## config.mk

```make
export PLATFORM = sky130hd
export DESIGN_NAME = rtc_irq_bank
export DESIGN_NICKNAME = d
export VERILOG_FILES = /design/src/rtl/rtc_irq_pkg.sv /design/src/rtl/rib_decode.sv /design/src/rtl/rib_status.sv /design/src/rtl/rib_mask.sv /design/src/rtl/rtc_irq_bank.sv
export SDC_FILE = /design/constraint.sdc
export NUM_CORES = 1
export LEC_CHECK = 0
export BUFFER_PORTS_ARGS = -buffer_cell sky130_fd_sc_hd__buf_2
export CORE_MARGIN = 2
export CORE_UTILIZATION = 35
export CTS_CLUSTER_SIZE = 16
export DETAILED_ROUTE_END_ITERATION = 16
export MAX_ROUTING_LAYER = met4
export PLACE_DENSITY = 0.83
export SYNTH_ARGS = -nofsm -noshare
export SYNTH_HDL_FRONTEND = slang
export SYNTH_SLANG_ARGS = --single-unit
```

## constraint.sdc

```tcl
create_clock -name clk -period 1.19 [get_ports clk]
set_input_delay 0.238 -clock clk [delete_from_list [all_inputs] [get_ports clk]]
set_output_delay 0.238 -clock clk [all_outputs]
set_load 0.02 [all_outputs]
```

## src/rtl/rtc_irq_pkg.sv

```systemverilog
package rtc_irq_pkg;
    localparam int EVT_COUNT = 5;

    // Register byte offsets decoded by this bank
    localparam logic [7:0] OFF_STATUS = 8'h18;
    localparam logic [7:0] OFF_CLEAR  = 8'h1C;
    localparam logic [7:0] OFF_ENABLE = 8'h20;
    localparam logic [7:0] OFF_DISABLE= 8'h24;
    localparam logic [7:0] OFF_MASK   = 8'h28;

    typedef enum logic [1:0] {
        RSEL_NONE   = 2'd0,
        RSEL_STATUS = 2'd1,
        RSEL_MASK   = 2'd2
    } rsel_e;

    typedef struct packed {
        logic clear;
        logic enable;
        logic disable_;
    } wr_strobe_t;

    function automatic wr_strobe_t decode_write(input logic wr, input logic [7:0] addr);
        wr_strobe_t s;
        s.clear    = wr && (addr == OFF_CLEAR);
        s.enable   = wr && (addr == OFF_ENABLE);
        s.disable_ = wr && (addr == OFF_DISABLE);
        return s;
    endfunction

    function automatic rsel_e decode_read(input logic [7:0] addr);
        if (addr == OFF_STATUS) return RSEL_STATUS;
        if (addr == OFF_MASK)   return RSEL_MASK;
        return RSEL_NONE;
    endfunction
endpackage

```

## src/rtl/rib_decode.sv

```systemverilog
module rib_decode
    import rtc_irq_pkg::*;
#(
    parameter int ADDR_W = 8,
    parameter int DATA_W = 32,
    parameter int N_EVT  = EVT_COUNT
) (
    input  logic              bus_wr,
    input  logic [ADDR_W-1:0] bus_addr,
    input  logic [DATA_W-1:0] bus_wdata,
    output logic [N_EVT-1:0]  clr_bits,
    output logic [N_EVT-1:0]  set_mask,
    output logic [N_EVT-1:0]  clr_mask,
    output rsel_e             rsel
);
    localparam int AW8 = (ADDR_W < 8) ? ADDR_W : 8;

    logic [7:0]  addr8;
    wr_strobe_t  strb;
    logic        high_zero;

    always_comb begin
        addr8 = '0;
        addr8[AW8-1:0] = bus_addr[AW8-1:0];
    end

    generate
        if (ADDR_W > 8) begin : g_wide
            assign high_zero = (bus_addr[ADDR_W-1:8] == '0);
        end else begin : g_narrow
            assign high_zero = 1'b1;
        end
    endgenerate

    always_comb begin
        strb     = decode_write(bus_wr && high_zero, addr8);
        rsel     = high_zero ? decode_read(addr8) : RSEL_NONE;
        clr_bits = strb.clear    ? bus_wdata[N_EVT-1:0] : '0;
        set_mask = strb.enable   ? bus_wdata[N_EVT-1:0] : '0;
        clr_mask = strb.disable_ ? bus_wdata[N_EVT-1:0] : '0;
    end
endmodule

```

## src/rtl/rib_status.sv

```systemverilog
module rib_status #(
    parameter int N_EVT = 5
) (
    input  logic             clk,
    input  logic             rst,
    input  logic [N_EVT-1:0] evt,
    input  logic [N_EVT-1:0] clr_bits,
    output logic [N_EVT-1:0] status_q
);
    always_ff @(posedge clk) begin
        if (rst) status_q <= '0;
        else     status_q <= (status_q & ~clr_bits) | evt;
    end

    assert_evt_sets_R1: assert property (@(posedge clk) disable iff (rst)
        (evt != '0) |=> ((status_q & $past(evt)) == $past(evt)));

    assert_sticky_R1: assert property (@(posedge clk) disable iff (rst)
        ((status_q & ~clr_bits) != '0) |=>
            ((status_q & $past(status_q & ~clr_bits)) == $past(status_q & ~clr_bits)));

    assert_clear_R2: assert property (@(posedge clk) disable iff (rst)
        ((clr_bits & ~evt) != '0) |=> ((status_q & $past(clr_bits & ~evt)) == '0));

    assert_collide_R3: assert property (@(posedge clk) disable iff (rst)
        ((clr_bits & evt) != '0) |=> ((status_q & $past(clr_bits & evt)) == $past(clr_bits & evt)));
endmodule

```

## src/rtl/rib_mask.sv

```systemverilog
module rib_mask #(
    parameter int N_EVT = 5
) (
    input  logic             clk,
    input  logic             rst,
    input  logic [N_EVT-1:0] set_bits,
    input  logic [N_EVT-1:0] clr_bits,
    output logic [N_EVT-1:0] mask_q
);
    always_ff @(posedge clk) begin
        if (rst) mask_q <= '0;
        else     mask_q <= (mask_q | set_bits) & ~clr_bits;
    end

    assert_enable_R4: assert property (@(posedge clk) disable iff (rst)
        (set_bits != '0) |=> ((mask_q & $past(set_bits)) == $past(set_bits)));

    assert_disable_R5: assert property (@(posedge clk) disable iff (rst)
        (clr_bits != '0) |=> ((mask_q & $past(clr_bits)) == '0));

    assert_hold_R4: assert property (@(posedge clk) disable iff (rst)
        ((set_bits == '0) && (clr_bits == '0)) |=> $stable(mask_q));

    assert_reset_R6: assert property (@(posedge clk)
        $past(rst) |-> (mask_q == '0));
endmodule

```

## src/rtl/rtc_irq_bank.sv

```systemverilog
module rtc_irq_bank
    import rtc_irq_pkg::*;
#(
    parameter int ADDR_W = 8,
    parameter int DATA_W = 32,
    parameter int N_EVT  = EVT_COUNT
) (
    input  logic              clk,
    input  logic              rst,
    input  logic [N_EVT-1:0]  evt_in,
    input  logic [ADDR_W-1:0] bus_addr,
    input  logic              bus_wr,
    input  logic [DATA_W-1:0] bus_wdata,
    output logic [DATA_W-1:0] bus_rdata,
    output logic              irq
);
    logic [N_EVT-1:0] clr_bits, set_mask, clr_mask;
    logic [N_EVT-1:0] status_q, mask_q;
    rsel_e            rsel;
    logic             irq_q;

    rib_decode #(.ADDR_W(ADDR_W), .DATA_W(DATA_W), .N_EVT(N_EVT)) u_decode (
        .bus_wr   (bus_wr),
        .bus_addr (bus_addr),
        .bus_wdata(bus_wdata),
        .clr_bits (clr_bits),
        .set_mask (set_mask),
        .clr_mask (clr_mask),
        .rsel     (rsel)
    );

    rib_status #(.N_EVT(N_EVT)) u_status (
        .clk     (clk),
        .rst     (rst),
        .evt     (evt_in),
        .clr_bits(clr_bits),
        .status_q(status_q)
    );

    rib_mask #(.N_EVT(N_EVT)) u_mask (
        .clk     (clk),
        .rst     (rst),
        .set_bits(set_mask),
        .clr_bits(clr_mask),
        .mask_q  (mask_q)
    );

    always_comb begin
        bus_rdata = '0;
        unique case (rsel)
            RSEL_STATUS: bus_rdata[N_EVT-1:0] = status_q;
            RSEL_MASK:   bus_rdata[N_EVT-1:0] = mask_q;
            default:     bus_rdata = '0;
        endcase
    end

    always_ff @(posedge clk) begin
        if (rst) irq_q <= 1'b0;
        else     irq_q <= |(status_q & mask_q);
    end
    assign irq = irq_q;

    assert_irq_rise_R7: assert property (@(posedge clk) disable iff (rst)
        ((status_q & mask_q) != '0) |=> irq);

    assert_irq_fall_R7: assert property (@(posedge clk) disable iff (rst)
        ((status_q & mask_q) == '0) |=> !irq);

    assert_wo_read_R8: assert property (@(posedge clk) disable iff (rst)
        ((bus_addr == ADDR_W'(OFF_CLEAR)) || (bus_addr == ADDR_W'(OFF_ENABLE)) ||
         (bus_addr == ADDR_W'(OFF_DISABLE))) |-> (bus_rdata == '0));

    assert_ro_write_R9: assert property (@(posedge clk) disable iff (rst)
        (bus_wr && (evt_in == '0) && ((bus_addr == ADDR_W'(OFF_STATUS)) ||
         (bus_addr == ADDR_W'(OFF_MASK)))) |=> ($stable(status_q) && $stable(mask_q)));

    assert_reset_R10: assert property (@(posedge clk)
        $past(rst) |-> (!irq && (status_q == '0)));
endmodule

```

==> results.toml, run 1 <==
[outcome]
status = "complete, but fails checks"
failed_checks = "setup timing"

[synth]
ys_ff_latch = 11
yosysUniqueCellTypes = 18
synth_top_area_share_pct = 27.0
synth_warnings = 0
yosys-top-cells-count = "buf_4 (27), dfxtp_1 (11), nor2_1 (10)"
synth_edf_count = 0
seq_area_frac_synth_pct = 27.0
syn_avg_cell_area_sq_um = 9.06
async_flop_share_pct = 0
yosysMostFrequentCell = "buf_4"
synth_cells = 90
synth_flop_cell = "dfxtp_1"
syn_area_sq_um = 816
synth_top_area_cell = "dfxtp_1"
synth_area_leaders = "dfxtp_1 (27%), buf_4 (25%), mux2i_1 (6.1%), nor4b_4 (5.8%), a22oi_1 (5.5%)"

[floorplan]
dieArea_sq_mm = 0.00273
start_util_pct = 36.9
die_y_um = 52.3
core_sq_mm = 0.00221
ios = 81
fp.dieW_um = 52.3
rows = 17

[cells_and_area]
n_antenna_cell = 0
nets = 179
drive_gt1_share_pct = 43.1
fill_cells = 216
syn_to_final_growth_pct = 32.7

[sta]
hold_violations = 0
setup_violations = 5
fmax_mhz = 740
finalMaxSlewViolations = 0
fin_crit_sh_pct = 114
layout_min_cycle_time_ns = 1.35
layout_setup_ws_ns = -0.161
rsz0062_at_grt = "true"
finalClockSkew_ns = 0.00398

[drt]
via_per_inst = 4.77
ant_nets = 0
routed_wl_um = 1870
drc = 0
num_vias = 753
first_pass_iters = 4
wl_per_cell_um = 11.8
dr.first_iter.drc_count = 14

[critical_path]
cp.arrival_ns = 1.11
r2r_setup_slack_ns = 0.26
critPathCaptureType = "output pin"
path_max_fanout = 7
crit_required_ns = 0.95
criticalPathCategory = "input pin to output pin"
cp-start-kind = "input pin"

[cts]
root_buffer = "clkbuf_4"
clock-sinks = 11
cts_tree = "yes"
clock_latency_ns = 0.27
postCtsHoldBufs = 0
path_clk_slew_ns = 0.07
cts_max_level = 1
clk_path_buf_depth = 2
cts_inserted_buffers = 3

[place]
gp_congestion = 0.755
place_ws_ns = -0.223
place_hpwl_um = 1440
portBuffers = 26

[power_and_ir_drop]
power.switching_mw = 0.274
seqPwrFrac_pct = 45.6
power_mw = 0.859
p_per_area_mw_per_mm2 = 794
p_leak_nw = 0.524
ir_worst_vdd_mv = 0.382
pwr-share-comb_pct = 24.4
clock_power_share_pct = 30.0
netSwitchingFraction_pct = 31.9
power.internal_mw = 0.586

[global_routing]
grt_pass1_vias = 652
gr-usage-all-layers_pct = 15.1
antenna_found_initial = 0
grt_max_degree = 13
overflow = 0
grt_pass1_wl_um = 2910

[job]
maxCapViolations = 0

[worst_hold_path]
min_path_type = "input pin to register"
[critical path, cell delays in order]
cell and delay, ns:
buf_8 0.10, nor4b_4 0.27, buf_6 0.17, a22oi_2 0.08, nor2_2 0.12, buf_6 0.12
[cell usage in the layout (no fill, tap or decap), types with 5 or more instances in the layout]
cell and count:
buf_4 10, and3b_1 5, dfxtp_1 11, nand3_1 5
nand2b_1 5, a311oi_1 5, mux2i_1 5, buf_2 19
conb_1 27, nor2_2 5, buf_6 7, nor2_1 5
[sequential cells by signal, summed over array words and instances, names as in the netlist]
name               count
u_status.status_q      5
u_mask.mask_q          5
irq                    1
[kinds of logic (layout without fill, tap and decap cells)]
family / after synthesis / after routing / share of synthesized area (%)
flops: 11 / 11 / 27.0
compound gates: 13 / 13 / 12.7
mux: 5 / 5 / 6.14
buf+inv: 28 / 42 / 25.3
other cells: 1 / 27 / 0.460
simple gates: 32 / 32 / 28.4
[area by class of cell]
class / instances / area, sq um / share of cell area (%)
flip-flops and latches: 11 / 220 / 20.3
repair buffers: 38 / 279 / 25.8
multi-input cells: 77 / 522 / 48.2
well taps: 28 / 35.0 / 3.24
clock buffers: 4 / 26.3 / 2.43
[repair_timing]
item	in CTS	in global routing
resized for setup	18	5
pin swaps	6	6
setup buffers	2	0
endpoints found under the setup margin	5	5
[power groups by stage]
stage | registers, mW | clock network [mW] | logic [mW]
detailed placement | 0.399 | 0 | 0.193
global placement | 0.398 | 0 | 0.188
global route | 0.393 | 0.291 | 0.226
CTS | 0.391 | 0.260 | 0.205
floorplan | 0.396 | 0 | 0.188
finish | 0.392 | 0.258 | 0.210
[metrics by stage]
stage                     setup TNS (ns)  hold slack, ns  utilization, %  cell area [sq um]  cells
after floorplan                   -0.420           0.408               -                926    116
after global placement             -1.42           0.477            43.4                960    152
after detailed placement           -1.70           0.490            43.4                960    152
after CTS                         -0.766           0.238            48.0               1060    158
after global routing              -0.986           0.242            48.9               1080    158
final                             -0.769           0.242            48.9               1080    158
[path summary, 6_finish.rpt]
path / from / to / cells past startpoint
max reg2reg: u_mask.mask_q[1]$_SDFF_PP0_ / irq$_SDFF_PP0_ / 2
min reg2reg: u_mask.mask_q[4]$_SDFF_PP0_ / u_mask.mask_q[4]$_SDFF_PP0_ / 2
max: bus_addr[7] / bus_rdata[3] / 6
min: evt_in[4] / u_status.status_q[4]$_SDFF_PP0_ / 3
[layer usage]
metal  global-route usage [%]  vias up  part of all wire (%)
met2                     22.9       61                    47
met4                     11.5        0                   3.0
li1                         -      352                     -
met5                        -        -                     0
met1                     18.3      335                    38
met3                     1.43        5                    12
(Power assumes the default switching activity.)
==> run 2: changes to the inputs <==
clock period = 1.5 ns   (was 1.19 ns; I/O delays follow)
==> results.toml, run 2 (synthesized netlist as in run 1, its figures left out) <==
[drt]
wl_per_cell_um = 12.4
route.met3.wl_um = 180
num_vias = 736
wl_met1_um = 749
ant_nets = 0
routed_wl_um = 1920
first_pass_iters = 4
dr.first_iter.drc_count = 25
routed.top_layer = "met4"
drc = 0
wl_met2_um = 935
via_per_inst = 4.75

[global_routing]
overflow = 0
grt_pass1_vias = 657
antenna_found_initial = 0
gr-usage-all-layers_pct = 14.6
grt_max_degree = 13
grt_pass1_wl_um = 2820

[cells_and_area]
final_cell_mix = "conb_1 (27), buf_2 (19), buf_4 (12)"
syn_to_final_growth_pct = 24.1
final_common_cell = "conb_1"
drive_gt1_share_pct = 35.4
seqCellArea_sq_um = 220
nets = 176
finish.utilization_pct = 45.8
n_antenna_cell = 0
multiInputGateArea_sq_um = 497
finalNonFillerCells = 155
fill_cells = 231
fin_area_sq_mm = 0.00101

[floorplan]
fp.dieW_um = 52.3
core_sq_mm = 0.00221
die_y_um = 52.3
rows = 17
ios = 81
dieArea_sq_mm = 0.00273
start_util_pct = 36.9

[place]
gp_congestion = 0.808
placement.cell_area_sq_um = 925
dp_cells = 149
portBuffers = 26
place_hpwl_um = 1430

[critical_path]
cp.depth = 6
crit_buf_inv = 3
crit_family = "buffers and inverters"
cp.arrival_ns = 1.19
rr_worst_depth = 2
r2r-end = "irq$_SDFF_PP0_"
critPathCaptureType = "output pin"
worstSetupStartpoint = "bus_addr[6]"
cp-start-kind = "input pin"
slowest_stage = "nor4b_4"
crit_required_ns = 1.20
path_max_fanout = 7
path_cells = "buf_8, nor4b_4, buf_6, a22oi_2, nor2_1, buf_4"
r2r_start = "u_mask.mask_q[1]$_SDFF_PP0_"
crit_end = "bus_rdata[3]"
slowest_delay_ns = 0.28
criticalPathCategory = "input pin to output pin"
r2r_setup_slack_ns = 0.53

[cts]
cts_max_level = 1
root_buffer = "clkbuf_4"
clk_path_buf_depth = 2
path_clk_slew_ns = 0.07
cts_tree = "yes"
postCtsHoldBufs = 0
clock_latency_ns = 0.27
cts_inserted_buffers = 3
clock-sinks = 11

[power_and_ir_drop]
ir_worst_vdd_mv = 0.274
p_leak_nw = 0.504
p_per_area_mw_per_mm2 = 664
power_mw = 0.672

[sta]
fmax_mhz = 672
fin_crit_sh_pct = 99.2
finalClockSkew_ns = 0.00106
hold_ws_ns = 0.302
setup_violations = 0
layout_min_cycle_time_ns = 1.49
finalMaxSlewViolations = 0
rsz0062_at_grt = "true"
hold_violations = 0

[job]
maxCapViolations = 0

[outcome]
status = "completed"

[worst_hold_path]
min_path_type = "input pin to register"
hold_path.startpoint = "evt_in[3]"
==> run 2: cell types whose count changed in the layout (fill, tap and decap cells not counted) <==
cell,previous run,this run
nor2_1,5,10
nor2_2,5,0
buf_6,7,3
a22oi_1,2,4
a22oi_2,4,2
buf_4,10,12
buf_8,2,1
nand2b_1,5,6
nand2b_2,1,0
==> run 2: through the flow <==
step           TNS [ns]  setup slack, ns
6_report              0           0.0115
5_1_grt          -0.143          -0.0365
4_1_cts        -0.00163         -0.00163
3_5_place_dp     -0.111          -0.0339
3_3_place_gp    -0.0238          -0.0188
2_1_floorplan         0           0.0380
==> run 2: area by class of cell <==
class / instances / share of cell area (%)
Tap cell: 28 / 3.46
Clock buffer: 4 / 2.60
Timing Repair Buffer: 35 / 23.1
Multi-Input combinational cell: 77 / 49.1
Sequential cell: 11 / 21.8
==> run 2: worst reg2reg max path: stages, from the launching register on <==
cell      delay [ns]
dfxtp_1         0.34
a222oi_1        0.40
a21oi_1         0.11
==> run 2: repair_timing <==
item,CTS,global route
gates resized for setup,9,5
setup endpoints to repair,5,5
setup buffers,2,0
pin swaps,3,4
endpoints found under the hold margin,0,0
==> run 2: how the worst min path moves through the flow <==
stage / depth (start not counted) / slack [ns] / endpoint
finish: 3 / 0.30 / u_status.status_q[3]$_SDFF_PP0_
detailed placement: 2 / 0.50 / u_mask.mask_q[2]$_SDFF_PP0_
CTS: 3 / 0.30 / u_status.status_q[3]$_SDFF_PP0_
global placement: 2 / 0.48 / u_mask.mask_q[4]$_SDFF_PP0_
global route: 3 / 0.30 / u_status.status_q[3]$_SDFF_PP0_
floorplan: 2 / 0.46 / u_mask.mask_q[3]$_SDFF_PP0_
==> run 2: power breakdown <==
group | internal [mW] | switching [mW]
Combinational | 0.0529 | 0.104
Sequential | 0.302 | 0.00892
Clock | 0.103 | 0.101
==> run 2: routing by layer <==
metal  vias up  global-route usage, %
li1        344                      -
met1       332                   17.3
met2        55                   23.3
met3         5                   2.00
met4         0                   8.97
met5         -                      -
